## config.mk

```make
export PLATFORM = sky130hd
export DESIGN_NAME = tx_irq_ctrl
export DESIGN_NICKNAME = d
export VERILOG_FILES = /design/src/rtl/tx_irq_pkg.sv /design/src/rtl/tx_fatal_class.sv /design/src/rtl/tx_done_fifo.sv /design/src/rtl/tx_irq_status.sv /design/src/rtl/irq_steer.sv /design/src/rtl/tx_irq_ctrl.sv
export SDC_FILE = /design/constraint.sdc
export NUM_CORES = 1
export LEC_CHECK = 0
export BUFFER_PORTS_ARGS = -buffer_cell sky130_fd_sc_hd__clkbuf_2
export CAP_MARGIN = 10
export CORE_UTILIZATION = 55
export DETAILED_ROUTE_END_ITERATION = 12
export PLACE_DENSITY = 0.69
export SETUP_SLACK_MARGIN = 0.4
export SLEW_MARGIN = 20
export SYNTH_ARGS = -nofsm -noshare
export SYNTH_HDL_FRONTEND = slang
export SYNTH_SLANG_ARGS = --single-unit
```

## constraint.sdc

```tcl
create_clock -name clk_i -period 6.8 [get_ports clk_i]
set_input_delay 0.34 -clock clk_i [delete_from_list [all_inputs] [get_ports clk_i]]
set_output_delay 0.34 -clock clk_i [all_outputs]
set_load 0.02 [all_outputs]
```

## src/rtl/tx_irq_pkg.sv

```systemverilog
package tx_irq_pkg;
  localparam int ST_W     = 5;
  localparam int ST_TX    = 0;
  localparam int ST_RX    = 1;
  localparam int ST_EMPTY = 2;
  localparam int ST_ERX   = 3;
  localparam int ST_ERR   = 4;

  typedef struct packed {
    logic coll16;
    logic sqe;
    logic underrun;
    logic carrier;
    logic late;
  } tx_err_t;
endpackage

```

## src/rtl/tx_fatal_class.sv

```systemverilog
module tx_fatal_class
  import tx_irq_pkg::*;
(
  input  tx_err_t err_i,
  input  logic    full_duplex_i,
  input  logic    stop_sqe_i,
  input  logic    mon_carrier_i,
  output logic    fatal_o
);
  logic half_dup_fatal;

  always_comb begin
    half_dup_fatal = err_i.coll16 | err_i.late
                   | (err_i.sqe & stop_sqe_i)
                   | (err_i.carrier & mon_carrier_i);
    fatal_o = err_i.underrun | (~full_duplex_i & half_dup_fatal);
  end
endmodule

```

## src/rtl/tx_done_fifo.sv

```systemverilog
module tx_done_fifo #(
  parameter int PKT_W = 6,
  parameter int DEPTH = 64
) (
  input  logic             clk_i,
  input  logic             rst_ni,
  input  logic             push_i,
  input  logic [PKT_W-1:0] data_i,
  input  logic             pop_i,
  output logic             valid_o,
  output logic             full_o,
  output logic [PKT_W-1:0] head_o
);
  localparam int PTR_W = (DEPTH > 1) ? $clog2(DEPTH) : 1;
  localparam int CNT_W = PTR_W + 1;
  localparam logic [CNT_W-1:0] DEPTH_C = CNT_W'(DEPTH);
  localparam logic [PTR_W-1:0] LAST_C  = PTR_W'(DEPTH - 1);

  logic [PKT_W-1:0] mem [DEPTH];
  logic [PTR_W-1:0] wr_ptr, rd_ptr;
  logic [CNT_W-1:0] count;
  logic             do_push, do_pop;

  assign valid_o = (count != '0);
  assign full_o  = (count == DEPTH_C);
  assign do_pop  = pop_i & valid_o;
  assign do_push = push_i & (~full_o | do_pop);
  assign head_o  = mem[rd_ptr];

  always_ff @(posedge clk_i) begin
    if (do_push) mem[wr_ptr] <= data_i;
  end

  always_ff @(posedge clk_i or negedge rst_ni) begin
    if (!rst_ni) begin
      wr_ptr <= '0;
      rd_ptr <= '0;
      count  <= '0;
    end else begin
      if (do_push) wr_ptr <= (wr_ptr == LAST_C) ? '0 : wr_ptr + 1'b1;
      if (do_pop)  rd_ptr <= (rd_ptr == LAST_C) ? '0 : rd_ptr + 1'b1;
      case ({do_push, do_pop})
        2'b10:   count <= count + 1'b1;
        2'b01:   count <= count - 1'b1;
        default: count <= count;
      endcase
    end
  end
endmodule

```

## src/rtl/tx_irq_status.sv

```systemverilog
module tx_irq_status
  import tx_irq_pkg::*;
(
  input  logic            clk_i,
  input  logic            rst_ni,
  input  logic [ST_W-1:1] set_i,
  input  logic [ST_W-1:1] clr_i,
  output logic [ST_W-1:1] sticky_o
);
  logic [ST_W-1:1] sticky_q;

  // set beats clear so an event in the acknowledge cycle is kept
  always_ff @(posedge clk_i or negedge rst_ni) begin
    if (!rst_ni) sticky_q <= '0;
    else         sticky_q <= (sticky_q & ~clr_i) | set_i;
  end

  assign sticky_o = sticky_q;
endmodule

```

## src/rtl/irq_steer.sv

```systemverilog
module irq_steer #(
  parameter int NPIN  = 4,
  localparam int SEL_W = (NPIN > 1) ? $clog2(NPIN) : 1
) (
  input  logic             req_i,
  input  logic [SEL_W-1:0] sel_i,
  output logic [NPIN-1:0]  pin_o,
  output logic [NPIN-1:0]  oe_o
);
  for (genvar k = 0; k < NPIN; k++) begin : g_pin
    assign oe_o[k]  = (sel_i == SEL_W'(k));
    assign pin_o[k] = oe_o[k] & req_i;
  end
endmodule

```

## src/rtl/tx_irq_ctrl.sv

```systemverilog
module tx_irq_ctrl
  import tx_irq_pkg::*;
#(
  parameter int PKT_W = 6,
  parameter int DEPTH = 64,
  parameter int CNT_W = 11,
  parameter int NPIN  = 4,
  localparam int SEL_W = (NPIN > 1) ? $clog2(NPIN) : 1
) (
  input  logic             clk_i,
  input  logic             rst_ni,
  input  logic             full_duplex_i,
  input  logic             auto_rel_i,
  input  logic             stop_sqe_i,
  input  logic             mon_carrier_i,
  input  logic             tx_done_i,
  input  logic [PKT_W-1:0] tx_pkt_i,
  input  logic             tx_last_i,
  input  logic [4:0]       err_i,
  input  logic             rx_done_i,
  input  logic             rx_active_i,
  input  logic [CNT_W-1:0] rx_cnt_i,
  input  logic [CNT_W-1:0] erx_thresh_i,
  input  logic             ack_we_i,
  input  logic [ST_W-1:0]  ack_i,
  input  logic [ST_W-1:0]  mask_i,
  input  logic [SEL_W-1:0] int_sel_i,
  output logic [ST_W-1:0]  status_o,
  output logic             done_valid_o,
  output logic [PKT_W-1:0] done_pkt_o,
  output logic [NPIN-1:0]  irq_o,
  output logic [NPIN-1:0]  irq_oe_o
);
  logic            fatal;
  logic            fifo_push, fifo_pop, fifo_full;
  logic [ST_W-1:1] st_set, st_clr, sticky;

  tx_fatal_class u_class (
    .err_i         (tx_err_t'(err_i)),
    .full_duplex_i (full_duplex_i),
    .stop_sqe_i    (stop_sqe_i),
    .mon_carrier_i (mon_carrier_i),
    .fatal_o       (fatal)
  );

  // auto-release drops clean completions; a fatal one is always reported
  assign fifo_push = tx_done_i & (~auto_rel_i | fatal);
  assign fifo_pop  = ack_we_i & ack_i[ST_TX];

  tx_done_fifo #(.PKT_W(PKT_W), .DEPTH(DEPTH)) u_fifo (
    .clk_i   (clk_i),
    .rst_ni  (rst_ni),
    .push_i  (fifo_push),
    .data_i  (tx_pkt_i),
    .pop_i   (fifo_pop),
    .valid_o (done_valid_o),
    .full_o  (fifo_full),
    .head_o  (done_pkt_o)
  );

  always_comb begin
    st_set           = '0;
    st_set[ST_RX]    = rx_done_i;
    st_set[ST_EMPTY] = tx_done_i & tx_last_i & ~(auto_rel_i & fatal);
    st_set[ST_ERX]   = rx_active_i & (rx_cnt_i > erx_thresh_i);
    st_set[ST_ERR]   = tx_done_i & fatal;
    st_clr           = ack_we_i ? ack_i[ST_W-1:1] : '0;
  end

  tx_irq_status u_status (
    .clk_i    (clk_i),
    .rst_ni   (rst_ni),
    .set_i    (st_set),
    .clr_i    (st_clr),
    .sticky_o (sticky)
  );

  assign status_o = {sticky, done_valid_o};

  irq_steer #(.NPIN(NPIN)) u_steer (
    .req_i (|(status_o & mask_i)),
    .sel_i (int_sel_i),
    .pin_o (irq_o),
    .oe_o  (irq_oe_o)
  );
endmodule

```

==> flow_summary.ini <==
[outcome]
status = complete, no violations

[final_layout]
drive_above_1_share = 0.263
antennaDiodeCount = 0
final_nets = 1034
final_cells = 1380
areaGrowthSynthToFinish_pct = 12.6

[routing]
detail-route-antenna-nets = 0
drt-initial-drc-count = 748
routed_wl_um = 34000
dr.pass1.iters = 5
wire_per_inst_um = 24.6
drc = 0
viasPerCell = 6.08
dr_total_vias = 8388

[timing]
finClkSkew_ps = 22.5
max_freq_mhz = 252
min_period_ps = 3970
rsz0062_at_grt = no
hold_viol = 0
setup_viol = 0
worst_slew_margin_rel = 0.398
tightest_slew_ps = 904
tns_ps = 0
final.period_utilization = 0.584
drv_slew = 0

[synth]
seq_area_frac_synth = 0.726
synth_cell_types = 58
synth_fp_nets = 946
synth-edff-count = 384
avgSynthCellArea_um2 = 19.1
synth_ff_type = edfxtp_1
async_flop_share = 0.0565
synth_seq_cells = 407
synth_warnings = 0
netlist_instances = 871
syn-cell-area_mm2 = 0.0167

[clock_tree]
numCtsBuffers = 42
hold_buffers = 2
cts_buffer_depth = 3
insertion_delay_ps = 540
post-cts-setup-buffers = 0
cts_resized = 0
tritoncts = built
clk_pin_slew_ps = 60
cts_sinks = 407
h-tree-depth = 2
cts-root-buf = clkbuf_16

[setup_path]
critical_path_required_ps = 6460
reg2regPathDepth = 12
start_kind = flip-flop
crit_path_end_kind = primary output
path_max_fanout = 57
r2r-end = u_fifo.count[6]$_DFFE_PN0P_
rr_startpoint = u_fifo.count[4]$_DFFE_PN0P_
path_class = reg -> out
regToRegSetupSlack_ps = 3610
arrival_ps = 3630

[global_route]
antenna_found_initial = 0
grt_overflow = 0
first_global_vias = 8597
grt_max_degree = 76
grt_usage = 0.231
grt_pass1_wl_um = 52600

[die]
die_w_um = 176
initial_utilization = 0.561
core_area_mm2 = 0.0297
dieArea_mm2 = 0.0310
ios = 76
rows = 63
die_h_um = 176

[run]
cap_violations = 0

[placed_design]
gp_congestion = 0.822
hpwlAfterDp_um = 20900
place_inst = 1303
portBuffers = 75

[power]
cellPowerDensity_mw_per_mm2 = 384
peakVddDrop_mv = 0.274
p_leak_nw = 6.28

[min_path]
hold_path_depth = 2
worstHoldPathType = in -> reg
min_from = tx_last_i
hold_end = u_status.sticky_o[2]$_DFF_PN0_
-- worst max-delay path by stage --
stage,startpoint,to,cells past startpoint
final,u_fifo.rd_ptr[1]$_DFFE_PN0P_,done_pkt_o[2],7
after floorplan,u_fifo.count[0]$_DFFE_PN0P_,u_fifo.count[6]$_DFFE_PN0P_,13
after global routing,u_fifo.rd_ptr[1]$_DFFE_PN0P_,done_pkt_o[2],7
after detailed placement,u_fifo.rd_ptr[1]$_DFFE_PN0P_,done_pkt_o[2],7
after CTS,u_fifo.rd_ptr[1]$_DFFE_PN0P_,done_pkt_o[2],7
after global placement,u_fifo.rd_ptr[1]$_DFFE_PN0P_,done_pkt_o[2],7
-- synth_stat cells, types with 5 or more instances --
| library cell | n | share of area |
|---|---|---|
| edfxtp_1 | 384 | 0.69 |
| mux4_2 | 101 | 0.14 |
| nor2_1 | 79 | 0.018 |
| mux2i_1 | 29 | 0.017 |
| nand2_1 | 27 | 0.0061 |
| dfrtp_1 | 23 | 0.035 |
| ha_1 | 18 | 0.014 |
| a21oi_1 | 17 | 0.0051 |
| buf_2 | 17 | 0.0051 |
| inv_1 | 16 | 0.0036 |
| nor2b_1 | 13 | 0.0049 |
| o22ai_1 | 12 | 0.0045 |
| a22oi_1 | 10 | 0.0045 |
| clkbuf_1 | 10 | 0.0023 |
| a21o_1 | 7 | 0.0032 |
| buf_4 | 7 | 0.0032 |
| o21ai_0 | 7 | 0.0021 |
| xnor2_1 | 7 | 0.0037 |
| nand3b_1 | 6 | 0.0027 |
| buf_1 | 5 | 0.0011 |
| mux2_1 | 5 | 0.0034 |
| nand3_1 | 5 | 0.0015 |
-- through the flow --
stage	util	hold WS [ps]	worst slack [ps]	instance area [um2]	total power [mW]
2_1_floorplan	-	44.4	3720	16700	4.49
3_3_place_gp	0.586	388	3290	17400	5.02
3_5_place_dp	0.586	385	3280	17400	5.04
4_1_cts	0.632	62.9	2720	18800	7.27
5_1_grt	0.632	65.9	2660	18800	7.50
6_report	0.632	77.9	2830	18800	7.21
-- layout by cell type, fill, tap and decap left out, types with 4 or more instances in the layout --
cell type  instances
nand2_1           27
nand3_1            5
a22oi_1           10
buf_4              9
edfxtp_1         384
o21ai_0            7
clkbuf_2          74
nor2b_1           13
mux2_1             5
clkinv_2           6
a21oi_1           17
o31ai_1            4
clkinv_1           7
nand2b_1           4
mux4_2           101
nor2_1            79
mux2i_1           29
clkbuf_1           9
ha_1              18
inv_1             16
dfrtp_1           20
xnor2_1            7
a21o_1             7
nand3b_1           6
bufinv_16          4
clkbuf_16         43
o22ai_1           12
-- logic make-up (layout without fill, tap and decap cells) --
family,Yosys count,in the layout,synth area share
simple gates,158,158,0.0449
buf+inv,58,177,0.0173
xor+xnor,10,10,0.00525
fa+ha+maj,19,19,0.0147
mux,138,138,0.159
flops,407,407,0.726
compound gates,81,81,0.0328
-- critical path, cell delays in order (launching register included) --
cell and delay, ps:
dfrtp_4 1010, buf_4 620, mux4_2 570, mux2i_1 280
a21oi_1 170, nor2_1 170, nor3_1 100, clkbuf_2 170
-- power breakdown --
part,leakage [nW],internal [mW],switching (mW)
Sequential,3.73,2.87,0.220
Clock,0.662,1.34,0.904
Combinational,1.89,0.889,0.994
Total,6.28,5.10,2.12
-- layer usage --
metal / GRT usage / up-vias / part of all wire
met3: 0.0383 / 62 / 0.066
met2: 0.364 / 274 / 0.49
met5: 0 / - / 0
met1: 0.339 / 4347 / 0.42
li1: - / 3705 / -
met4: 0.0616 / 0 / 0.021
-- registers in the layout, indices dropped and copies added, names as in the netlist --
| register | flops |
|---|---|
| u_fifo.mem | 384 |
| u_fifo.count | 7 |
| u_fifo.rd_ptr | 6 |
| u_fifo.wr_ptr | 6 |
| u_status.sticky_o | 4 |
-- layout make-up --
class / instances / area (um2)
clock buffers: 55 / 1150
clock inverters: 20 / 201
fillers: 2031 / 10900
inverters: 16 / 60.1
multi-input cells: 406 / 4280
flip-flops and latches: 407 / 12100
well taps: 390 / 488
repair buffers: 86 / 478
No activity file was read; power rests on OpenSTA's default activity.
